<file path="src/rtl/tri_pwm_pkg.sv">
`timescale 1ns/1ps
package tri_pwm_pkg;
  localparam int PWM_CNT_W = 16;
  localparam int PWM_DT_W  = 10;
  localparam int PWM_SW_W  = 8;
  localparam int PWM_NPH   = 3;

  typedef enum logic {
    DIR_UP = 1'b0,
    DIR_DN = 1'b1
  } tri_pwm_dir_e;
endpackage

</file>
<file path="src/rtl/tri_pwm_tbase.sv">
`timescale 1ns/1ps
module tri_pwm_tbase
  import tri_pwm_pkg::*;
#(
  parameter int CNT_W = PWM_CNT_W,
  parameter int SW_W  = PWM_SW_W
) (
  input  logic             clk,
  input  logic             hold,
  input  logic [CNT_W-1:0] half_a,
  input  logic [SW_W-1:0]  syncw_a,
  output logic [CNT_W-1:0] cnt,
  output logic             dir_dn,
  output logic             at_end,
  output logic             at_mid,
  output logic             sync_q,
  output logic             irq_q
);
  localparam int CW = (CNT_W > SW_W) ? CNT_W : SW_W;

  tri_pwm_dir_e     dir_q;
  logic [CNT_W-1:0] cnt_q;
  logic [CW-1:0]    cnt_x;
  logic [CW-1:0]    sw_x;
  logic             in_sync;
  logic             first;

  assign cnt    = cnt_q;
  assign dir_dn = (dir_q == DIR_DN);
  assign at_end = (dir_q == DIR_DN) && (cnt_q == '0);
  assign at_mid = (dir_q == DIR_UP) && (cnt_q == half_a - 1'b1);

  assign cnt_x   = CW'(cnt_q);
  assign sw_x    = (syncw_a == '0) ? CW'(1) : CW'(syncw_a);
  assign in_sync = (dir_q == DIR_UP) && (cnt_x < sw_x);
  assign first   = (dir_q == DIR_UP) && (cnt_q == '0);

  always_ff @(posedge clk) begin
    if (hold) begin
      cnt_q <= '0;
      dir_q <= DIR_UP;
    end else if (at_end) begin
      dir_q <= DIR_UP;
    end else if (at_mid) begin
      dir_q <= DIR_DN;
    end else if (dir_q == DIR_UP) begin
      cnt_q <= cnt_q + 1'b1;
    end else begin
      cnt_q <= cnt_q - 1'b1;
    end
  end

  always_ff @(posedge clk) begin
    if (hold) begin
      sync_q <= 1'b0;
      irq_q  <= 1'b0;
    end else begin
      sync_q <= in_sync;
      irq_q  <= first;
    end
  end
endmodule

</file>
<file path="src/rtl/tri_pwm_regs.sv">
`timescale 1ns/1ps
module tri_pwm_regs
  import tri_pwm_pkg::*;
#(
  parameter int CNT_W     = PWM_CNT_W,
  parameter int DT_W      = PWM_DT_W,
  parameter int SW_W      = PWM_SW_W,
  parameter int NPH       = PWM_NPH,
  parameter int DEF_HALF  = 64,
  parameter int DEF_DEAD  = 0,
  parameter int DEF_SYNCW = 1
) (
  input  logic                      clk,
  input  logic                      rst,
  input  logic                      shdn,
  input  logic                      at_end,
  input  logic                      at_mid,
  input  logic                      wr_half,
  input  logic [CNT_W-1:0]          half_din,
  input  logic                      wr_dead,
  input  logic [DT_W-1:0]           dead_din,
  input  logic                      wr_syncw,
  input  logic [SW_W-1:0]           syncw_din,
  input  logic                      wr_mode,
  input  logic                      mode_din,
  input  logic [NPH-1:0]            wr_duty,
  input  logic [CNT_W-1:0]          duty_din,
  output logic [CNT_W-1:0]          half_a,
  output logic [DT_W-1:0]           dead_a,
  output logic [SW_W-1:0]           syncw_a,
  output logic                      dbl_a,
  output logic [NPH-1:0][CNT_W-1:0] duty_a
);
  localparam logic [CNT_W-1:0] HALF_RST  = (DEF_HALF == 0) ? CNT_W'(1) : CNT_W'(DEF_HALF);
  localparam logic [DT_W-1:0]  DEAD_RST  = DT_W'(DEF_DEAD);
  localparam logic [SW_W-1:0]  SYNCW_RST = SW_W'(DEF_SYNCW);

  logic [CNT_W-1:0] half_s;
  logic [DT_W-1:0]  dead_s;
  logic [SW_W-1:0]  syncw_s;
  logic             dbl_s;
  logic [CNT_W-1:0] half_ld;
  logic             ld_all;
  logic             ld_mid;

  assign ld_all  = shdn | at_end;
  assign ld_mid  = at_mid & dbl_a;
  assign half_ld = (half_s == '0) ? CNT_W'(1) : half_s;

  // shadow copies written by the configuration strobes
  always_ff @(posedge clk) begin
    if (rst) begin
      half_s  <= HALF_RST;
      dead_s  <= DEAD_RST;
      syncw_s <= SYNCW_RST;
      dbl_s   <= 1'b0;
    end else begin
      if (wr_half)  half_s  <= half_din;
      if (wr_dead)  dead_s  <= dead_din;
      if (wr_syncw) syncw_s <= syncw_din;
      if (wr_mode)  dbl_s   <= mode_din;
    end
  end

  // working set used by the time base and comparators
  always_ff @(posedge clk) begin
    if (rst) begin
      half_a  <= HALF_RST;
      dead_a  <= DEAD_RST;
      syncw_a <= SYNCW_RST;
      dbl_a   <= 1'b0;
    end else if (ld_all) begin
      half_a  <= half_ld;
      dead_a  <= dead_s;
      syncw_a <= syncw_s;
      dbl_a   <= dbl_s;
    end else if (ld_mid) begin
      dead_a  <= dead_s;
    end
  end

  for (genvar g = 0; g < NPH; g++) begin : g_duty
    logic [CNT_W-1:0] duty_s;

    always_ff @(posedge clk) begin
      if (rst) begin
        duty_s <= '0;
      end else if (wr_duty[g]) begin
        duty_s <= duty_din;
      end
    end

    always_ff @(posedge clk) begin
      if (rst) begin
        duty_a[g] <= '0;
      end else if (ld_all || ld_mid) begin
        duty_a[g] <= duty_s;
      end
    end
  end
endmodule

</file>
<file path="src/rtl/tri_pwm_phase.sv">
`timescale 1ns/1ps
module tri_pwm_phase
  import tri_pwm_pkg::*;
#(
  parameter int CNT_W = PWM_CNT_W,
  parameter int DT_W  = PWM_DT_W
) (
  input  logic             clk,
  input  logic             kill,
  input  logic [CNT_W-1:0] cnt,
  input  logic [CNT_W-1:0] half_a,
  input  logic [CNT_W-1:0] duty_a,
  input  logic [DT_W-1:0]  dead_a,
  output logic             hi_q,
  output logic             lo_q
);
  logic [CNT_W-1:0] dead_x;
  logic [CNT_W-1:0] duty_c;
  logic [CNT_W-1:0] comp_c;
  logic [CNT_W-1:0] hi_w;
  logic [CNT_W-1:0] lo_w;
  logic             hi_n;
  logic             lo_n;

  assign dead_x = CNT_W'(dead_a);
  assign duty_c = (duty_a > half_a) ? half_a : duty_a;
  assign comp_c = half_a - duty_c;
  assign hi_w   = (duty_c > dead_x) ? (duty_c - dead_x) : '0;
  assign lo_w   = (comp_c > dead_x) ? (comp_c - dead_x) : '0;
  assign hi_n   = (cnt >= (half_a - hi_w));
  assign lo_n   = (cnt < lo_w);

  always_ff @(posedge clk) begin
    if (kill) begin
      hi_q <= 1'b0;
      lo_q <= 1'b0;
    end else begin
      hi_q <= hi_n;
      lo_q <= lo_n;
    end
  end
endmodule

</file>
<file path="src/rtl/tri_pwm_core.sv">
`timescale 1ns/1ps
module tri_pwm_core
  import tri_pwm_pkg::*;
#(
  parameter int CNT_W     = PWM_CNT_W,
  parameter int DT_W      = PWM_DT_W,
  parameter int SW_W      = PWM_SW_W,
  parameter int NPH       = PWM_NPH,
  parameter int DEF_HALF  = 64,
  parameter int DEF_DEAD  = 0,
  parameter int DEF_SYNCW = 1
) (
  input  logic             clk,
  input  logic             rst,
  input  logic             shdn,
  input  logic             wr_half,
  input  logic [CNT_W-1:0] half_din,
  input  logic             wr_dead,
  input  logic [DT_W-1:0]  dead_din,
  input  logic             wr_syncw,
  input  logic [SW_W-1:0]  syncw_din,
  input  logic             wr_mode,
  input  logic             mode_din,
  input  logic [NPH-1:0]   wr_duty,
  input  logic [CNT_W-1:0] duty_din,
  output logic [NPH-1:0]   hi_o,
  output logic [NPH-1:0]   lo_o,
  output logic             sync_o,
  output logic             sync_irq_o
);
  logic                      hold;
  logic [CNT_W-1:0]          tb_cnt;
  logic                      tb_dn;
  logic                      at_end;
  logic                      at_mid;
  logic [CNT_W-1:0]          half_a;
  logic [DT_W-1:0]           dead_a;
  logic [SW_W-1:0]           syncw_a;
  logic                      dbl_a;
  logic [NPH-1:0][CNT_W-1:0] duty_a;

  assign hold = rst | shdn;

  tri_pwm_regs #(
    .CNT_W(CNT_W), .DT_W(DT_W), .SW_W(SW_W), .NPH(NPH),
    .DEF_HALF(DEF_HALF), .DEF_DEAD(DEF_DEAD), .DEF_SYNCW(DEF_SYNCW)
  ) u_regs (
    .clk(clk), .rst(rst), .shdn(shdn), .at_end(at_end), .at_mid(at_mid),
    .wr_half(wr_half), .half_din(half_din),
    .wr_dead(wr_dead), .dead_din(dead_din),
    .wr_syncw(wr_syncw), .syncw_din(syncw_din),
    .wr_mode(wr_mode), .mode_din(mode_din),
    .wr_duty(wr_duty), .duty_din(duty_din),
    .half_a(half_a), .dead_a(dead_a), .syncw_a(syncw_a),
    .dbl_a(dbl_a), .duty_a(duty_a)
  );

  tri_pwm_tbase #(.CNT_W(CNT_W), .SW_W(SW_W)) u_tbase (
    .clk(clk), .hold(hold), .half_a(half_a), .syncw_a(syncw_a),
    .cnt(tb_cnt), .dir_dn(tb_dn), .at_end(at_end), .at_mid(at_mid),
    .sync_q(sync_o), .irq_q(sync_irq_o)
  );

  for (genvar p = 0; p < NPH; p++) begin : g_phase
    tri_pwm_phase #(.CNT_W(CNT_W), .DT_W(DT_W)) u_phase (
      .clk(clk), .kill(hold), .cnt(tb_cnt), .half_a(half_a),
      .duty_a(duty_a[p]), .dead_a(dead_a),
      .hi_q(hi_o[p]), .lo_q(lo_o[p])
    );
  end
endmodule

</file>
<file path="config.mk">
export PLATFORM = sky130hd
export DESIGN_NAME = tri_pwm_core
export DESIGN_NICKNAME = d
export VERILOG_FILES = /design/src/rtl/tri_pwm_pkg.sv /design/src/rtl/tri_pwm_tbase.sv /design/src/rtl/tri_pwm_regs.sv /design/src/rtl/tri_pwm_phase.sv /design/src/rtl/tri_pwm_core.sv
export SDC_FILE = /design/constraint.sdc
export NUM_CORES = 1
export LEC_CHECK = 0
export CAP_MARGIN = 20
export CORE_ASPECT_RATIO = 0.5
export CORE_UTILIZATION = 49
export DETAILED_ROUTE_END_ITERATION = 10
export PLACE_DENSITY = 0.63
export SETUP_SLACK_MARGIN = 0.1
export SLEW_MARGIN = 10
export SYNTH_ARGS = -nofsm -noshare
export SYNTH_HDL_FRONTEND = slang
export SYNTH_HIERARCHICAL = 1
export SYNTH_SLANG_ARGS = --single-unit
</file>
<file path="constraint.sdc">
create_clock -name clk -period 9.6 [get_ports clk]
set_input_delay 1.92 -clock clk [delete_from_list [all_inputs] [get_ports clk]]
set_output_delay 1.92 -clock clk [all_outputs]
set_load 0.01 [all_outputs]
</file>
==> impl_metrics.json, run 1 <==
{
  "synth_ff_type": "dfxtp_1",
  "syn_to_final_growth_pct": 9.43,
  "final_common_cell": "ha_1",
  "setup_viol": 0,
  "avgSynthCellArea_um2": 7.84,
  "die_x_um": 291,
  "grt_use_met3_pct": 8.57,
  "r2r-start": "u_regs/half_a[1]",
  "fin_crit_ns": 8.35,
  "core_area_um2": 40800,
  "hp-class": "reg2reg",
  "p_per_area_nw_per_um2": 195,
  "drt_iter0_markers": 1643,
  "wirelength_um": 66900,
  "rsz0062_at_grt": "no",
  "cts_buffers": 17,
  "synthTopCellsByArea": "ha_1 19%, dfxtp_1 19%, a21oi_1 5.6%, nand2_1 5.6%, mux2i_1 5.0%",
  "cp-start-kind": "register",
  "overflow": 0,
  "gp_congestion": 0.958,
  "num_io_pins": 69,
  "max_slew.worst_pin.slew_ns": 1.10,
  "finClkSkew_ns": 0.0402,
  "fin_area_um2": 22400,
  "cts_tree": "built",
  "dp_slack_ns": 1.36,
  "track_usage_pct": 31.1,
  "grt_pass1_vias": 17749,
  "nFillCells": 3897,
  "grt_pass1_wl_um": 102000,
  "globalRouteMet2Util_pct": 43.4,
  "drv_cap": 0,
  "ys_ff_latch": 191,
  "start_util_pct": 50.2,
  "drv_slew": 0,
  "insertion_delay_ns": 0.48,
  "post-place-cells": 3186,
  "critPathKind": "reg2reg",
  "h-tree-depth": 4,
  "synth.largest_area_cell": "ha_1",
  "gr-max-usage-layer": "met1",
  "drc": 0,
  "fp.dieH_um": 147,
  "holdCritStartpoint": "u_regs/g_duty[0].duty_s[5]",
  "hold_viol": 0,
  "antenna_found_initial": 2,
  "final_cell_mix": "313 x ha_1, 305 x nand2_1, 229 x a21oi_1",
  "cts.reportedPaths.clkPinSlew_ns": 0.12,
  "timing.fmax_mhz": 120,
  "ant_nets": 0,
  "cts_num_sinks": 191,
  "cts-root-buf": "clkbuf_16",
  "post_cts_buffers": 0,
  "final_cell_count_no_fill": 3222,
  "finalWorstSetupSlack_ns": 1.25,
  "via_per_inst": 5.97,
  "netlist_area_um2": 20500,
  "routedWlPerCell_um": 20.8,
  "status": "complete, no violations",
  "synth_cell_types": 111,
  "setup_tns_ns": 0,
  "async_reset_ff_share_pct": 0,
  "peakVddDrop_v": 0.000126,
  "worstSetupStartpoint": "u_regs/half_a[1]",
  "critPathSlowestCell": "dfxtp_1",
  "synth_nets": 2999,
  "worstPathMaxFanout": 21,
  "holdBufCountCts": 0,
  "synth_top_area_share_pct": 19.1,
  "synth_warnings": 6,
  "synth_edf_count": 0,
  "rows": 52,
  "dieArea_um2": 42700,
  "slew_headroom_pct": 26.2,
  "nNetsFinal": 3055,
  "gr-usage-met1_pct": 46.5,
  "io_buffers": 68,
  "required_ns": 9.97,
  "clockBufferDepth": 2,
  "grt_max_degree": 90,
  "seq_area_frac_synth_pct": 18.7,
  "end_kind": "register",
  "cp_common_cell": "ha_1",
  "worstPathArrival_ns": 8.71,
  "fin_crit_sh_pct": 86.9,
  "p_leak_uw": 0.0101,
  "synth_cells": 2612,
  "drt-pass1-iter-count": 5,
  "critical_path.max_stage_delay_ns": 0.82,
  "dp_hpwl_um": 50600,
  "vias": 19242,
  "drive_above_1_share_pct": 6.42,
  "placed_area_um2": 21800,
  "post_cts_resized": 0
}
-- state kept, by name, summed over array words and instances, names as in the netlist, 8 cells and up --
register / flops
u_regs/syncw_s: 8
u_regs/g_duty.duty_s: 48
u_regs/dead_s: 10
u_tbase/cnt: 16
u_regs/syncw_a: 8
u_regs/dead_a: 10
u_regs/half_s: 16
u_regs/duty_a: 48
u_regs/half_a: 16
-- worst paths after layout --
check	slack, ns	cells past startpoint	to
worst max-delay path	1.25	31	g_phase[1].u_phase/hi_q
worst min register to register	0.43	2	u_regs/duty_a[5]
worst max register to register	1.25	31	g_phase[1].u_phase/hi_q
worst min-delay path	0.43	2	u_regs/duty_a[5]
-- layer usage --
metal	share of wire, %	up-vias	wire length, um
li1	-	9467	-
met1	49	8990	32900
met2	39	710	25800
met3	10	75	6960
met4	1.9	0	1290
met5	0	-	0
-- worst max-delay path: cells and delay by family, from the launching register on --
kind	cells	cell delay (ns)
xor gates and xnor gates	1	0.18
AOI/OAI and AO/OA	19	4.33
DFF	1	0.82
and+or+nand+nor	2	0.36
adders and majority gates	5	1.56
muxes	1	0.40
buffers and inverters	3	0.60
-- report_power, final --
part | internal, uW | leakage, uW | switching [uW]
registers | 827 | 0.00156 | 44.3
clock network | 366 | 0.000302 | 437
logic | 1190 | 0.00819 | 1520
-- kinds of logic after synthesis --
family	Yosys count	share of synthesized area, %
DFF	191	18.7
buffers and inverters	257	5.29
AOI/OAI and AO/OA	657	21.2
adders and majority gates	326	20.4
and+or+nand+nor	909	21.9
xor gates and xnor gates	157	6.71
muxes	115	5.77
-- final cells by class --
class | instances | area, um^2 | share of cell area (%)
clock buffers | 17 | 425 | 1.90
flip-flops and latches | 191 | 3820 | 17.1
diodes | 1 | 2.50 | 0.0112
well taps | 540 | 676 | 3.01
multi-input cells | 2164 | 15600 | 69.6
repair buffers | 111 | 1020 | 4.54
clock inverters | 15 | 190 | 0.849
inverters | 183 | 687 | 3.06
-- cell usage after synthesis, types with 5 or more instances --
cell type / number
nand3_1: 40
a211oi_1: 24
o21ai_0: 108
or2_2: 17
or3_1: 23
a211o_1: 13
nand3b_1: 12
xnor2_1: 96
a21oi_1: 229
a31oi_1: 22
buf_6: 9
xor2_1: 61
a21boi_0: 9
and3_1: 18
o31ai_1: 11
ha_1: 313
nor4_1: 22
a31o_2: 7
clkbuf_1: 33
nand2b_1: 39
mux2i_1: 102
buf_4: 5
or4_1: 6
and2_1: 12
inv_1: 183
o211ai_1: 10
o31a_1: 10
buf_2: 26
nand2_1: 305
o21a_1: 39
nor2_1: 223
nand4_1: 33
and4_1: 9
nor3_1: 64
fa_1: 13
o21bai_1: 13
o21ai_1: 12
mux2_2: 11
nor2b_1: 44
dfxtp_1: 191
a21o_1: 73
-- through the flow --
| stage | hold slack (ns) | util, % | total power (uW) |
|---|---|---|---|
| 2_1_floorplan | 0.432 | - | 3000 |
| 6_report | 0.427 | 54.9 | 4380 |
| 4_1_cts | 0.435 | 54.8 | 4350 |
| 5_1_grt | 0.466 | 54.9 | 4750 |
| 3_5_place_dp | 0.442 | 53.3 | 3550 |
| 3_3_place_gp | 0.440 | 53.3 | 3510 |
Note: power is estimated with default switching activity, not from simulation.
==> inputs of run 2 (changes only) <==
CTS_CLUSTER_SIZE = 24   (was not set)
PLACE_DENSITY = 0.66   (was 0.63)
clock period = 7.6 ns   (was 9.6 ns; I/O delays follow)
==> impl_metrics.json, run 2 (synthesis gave the netlist of run 1 again) <==
{
  "peakVddDrop_v": 0.000181,
  "vias": 19447,
  "drive_above_1_share_pct": 9.48,
  "critical_path.max_stage_delay_ns": 0.54,
  "cts-root-buf": "clkbuf_16",
  "critPathSlowestCell": "a2111o_1",
  "timing.fmax_mhz": 138,
  "cp_common_cell": "ha_1",
  "drt_iter0_markers": 1982,
  "gp_congestion": 1.02,
  "dieArea_um2": 42700,
  "drc": 0,
  "required_ns": 7.96,
  "fp.dieH_um": 147,
  "insertion_delay_ns": 0.47,
  "rows": 52,
  "rr_worst_depth": 31,
  "final_cell_mix": "310 x ha_1, 305 x nand2_1, 223 x a21oi_1",
  "end_kind": "register",
  "netSwitchingFraction_pct": 45.6,
  "fin_crit_ns": 7.26,
  "antenna_found_initial": 1,
  "rr_endpoint": "g_phase[1].u_phase/hi_q",
  "grt_max_degree": 90,
  "switching_power_uw": 2630,
  "cts_num_sinks": 191,
  "num_io_pins": 69,
  "power.internal_uw": 3140,
  "fin_crit_sh_pct": 95.5,
  "final_common_cell": "ha_1",
  "drt-pass1-iter-count": 5,
  "syn_to_final_growth_pct": 12.6,
  "rsz0062_at_grt": "yes",
  "start_util_pct": 50.2,
  "holdPathEnd": "u_regs/dead_a[3]",
  "holdCritStartpoint": "u_regs/dead_s[3]",
  "post-route-util_pct": 56.5,
  "cts.reportedPaths.clkPinSlew_ns": 0.10,
  "dp_hpwl_um": 52800,
  "h-tree-depth": 4,
  "die_x_um": 291,
  "dp_slack_ns": 0.0515,
  "io_buffers": 68,
  "grt_pass1_vias": 17925,
  "seqPwrFrac_pct": 18.8,
  "worstPathArrival_ns": 7.62,
  "max_slew.worst_pin.slew_ns": 1.07,
  "fin_area_um2": 23100,
  "r2r_slack_ns": 0.34,
  "track_usage_pct": 31.2,
  "setup_tns_ns": 0,
  "routedWlPerCell_um": 20.8,
  "grt_pass1_wl_um": 103000,
  "status": "complete, no violations",
  "slew_headroom_pct": 28.6,
  "worstPathMaxFanout": 20,
  "overflow": 0,
  "pwr-share-clk_pct": 17.7,
  "whs_ns": 0.449,
  "cts_buffers": 17,
  "core_area_um2": 40800,
  "clockBufferDepth": 2,
  "p_leak_uw": 0.0104,
  "via_per_inst": 5.94,
  "r2r-start": "u_regs/half_a[1]",
  "hold-path-cell-count": 2,
  "cts_tree": "built",
  "holdBufCountCts": 0,
  "hp-class": "reg2reg",
  "setup_viol": 0,
  "ant_nets": 0,
  "largestRegisters": "u_regs/duty_a (48), u_regs/g_duty.duty_s (48)",
  "p_comb_share_pct": 63.5,
  "drv_cap": 0,
  "drv_slew": 0,
  "nNetsFinal": 3107,
  "placed_area_um2": 22100,
  "p_per_area_nw_per_um2": 250,
  "cp-start-kind": "register",
  "wirelength_um": 68000,
  "critPathKind": "reg2reg",
  "finalWorstSetupSlack_ns": 0.345,
  "hold_viol": 0,
  "finClkSkew_ns": 0.0258
}
run 2: worst max path at each step:
stage	from	end	slack (ns)	cells past startpoint
floorplan	u_regs/half_a[15]	g_phase[2].u_phase/hi_q	0.11	37
global placement	u_regs/half_a[9]	g_phase[0].u_phase/hi_q	0.09	38
detailed placement	u_regs/half_a[9]	g_phase[0].u_phase/hi_q	0.05	38
CTS	u_regs/half_a[9]	g_phase[0].u_phase/hi_q	0.10	38
global route	u_regs/half_a[15]	g_phase[0].u_phase/hi_q	-0.11	37
finish	u_regs/half_a[1]	g_phase[1].u_phase/hi_q	0.34	31
run 2: final cells by class:
cell class,count,area [um^2]
Inverter,183,687
Fill cell,3810,17700
Clock buffer,17,425
Timing Repair Buffer,163,1420
Multi-Input combinational cell,2164,15800
Clock inverter,15,226
Sequential cell,191,3830
Antenna cell,1,2.50
Tap cell,540,676
run 2: per-layer routing:
metal	track usage, %	part of all wire [%]
met1	47.1	50
met2	44.2	39
met3	6.55	9.4
met4	7.91	2.0
met5	0	0
run 2: worst max-delay path: cells and delay by family (launching register included):
kind,cells,cell delay [ns]
compound gates,19,4.05
fa+ha+maj,4,1.14
buf+inv,3,0.54
simple gates,3,0.51
mux,1,0.38
flops,1,0.37
xor+xnor,1,0.17
run 2: power groups by stage:
stage	Clock [uW]	Combinational, uW	Sequential [uW]
after detailed placement	0	3490	1100
after CTS	1040	3520	1080
after global placement	0	3440	1100
after floorplan	0	2690	1100
after global routing	1080	4050	1090
final	1020	3660	1080
run 2: what timing repair did:
item / CTS / global route
resized for setup: 1 / 48
pin swaps: 0 / 10
setup buffers: 0 / 8
setup endpoints to repair: 1 / 6
run 2: per-stage QoR:
| stage | power [uW] | instances |
|---|---|---|
| floorplan | 3790 | 2612 |
| global placement | 4550 | 3233 |
| detailed placement | 4600 | 3233 |
| CTS | 5640 | 3265 |
| global route | 6210 | 3273 |
| finish | 5770 | 3274 |
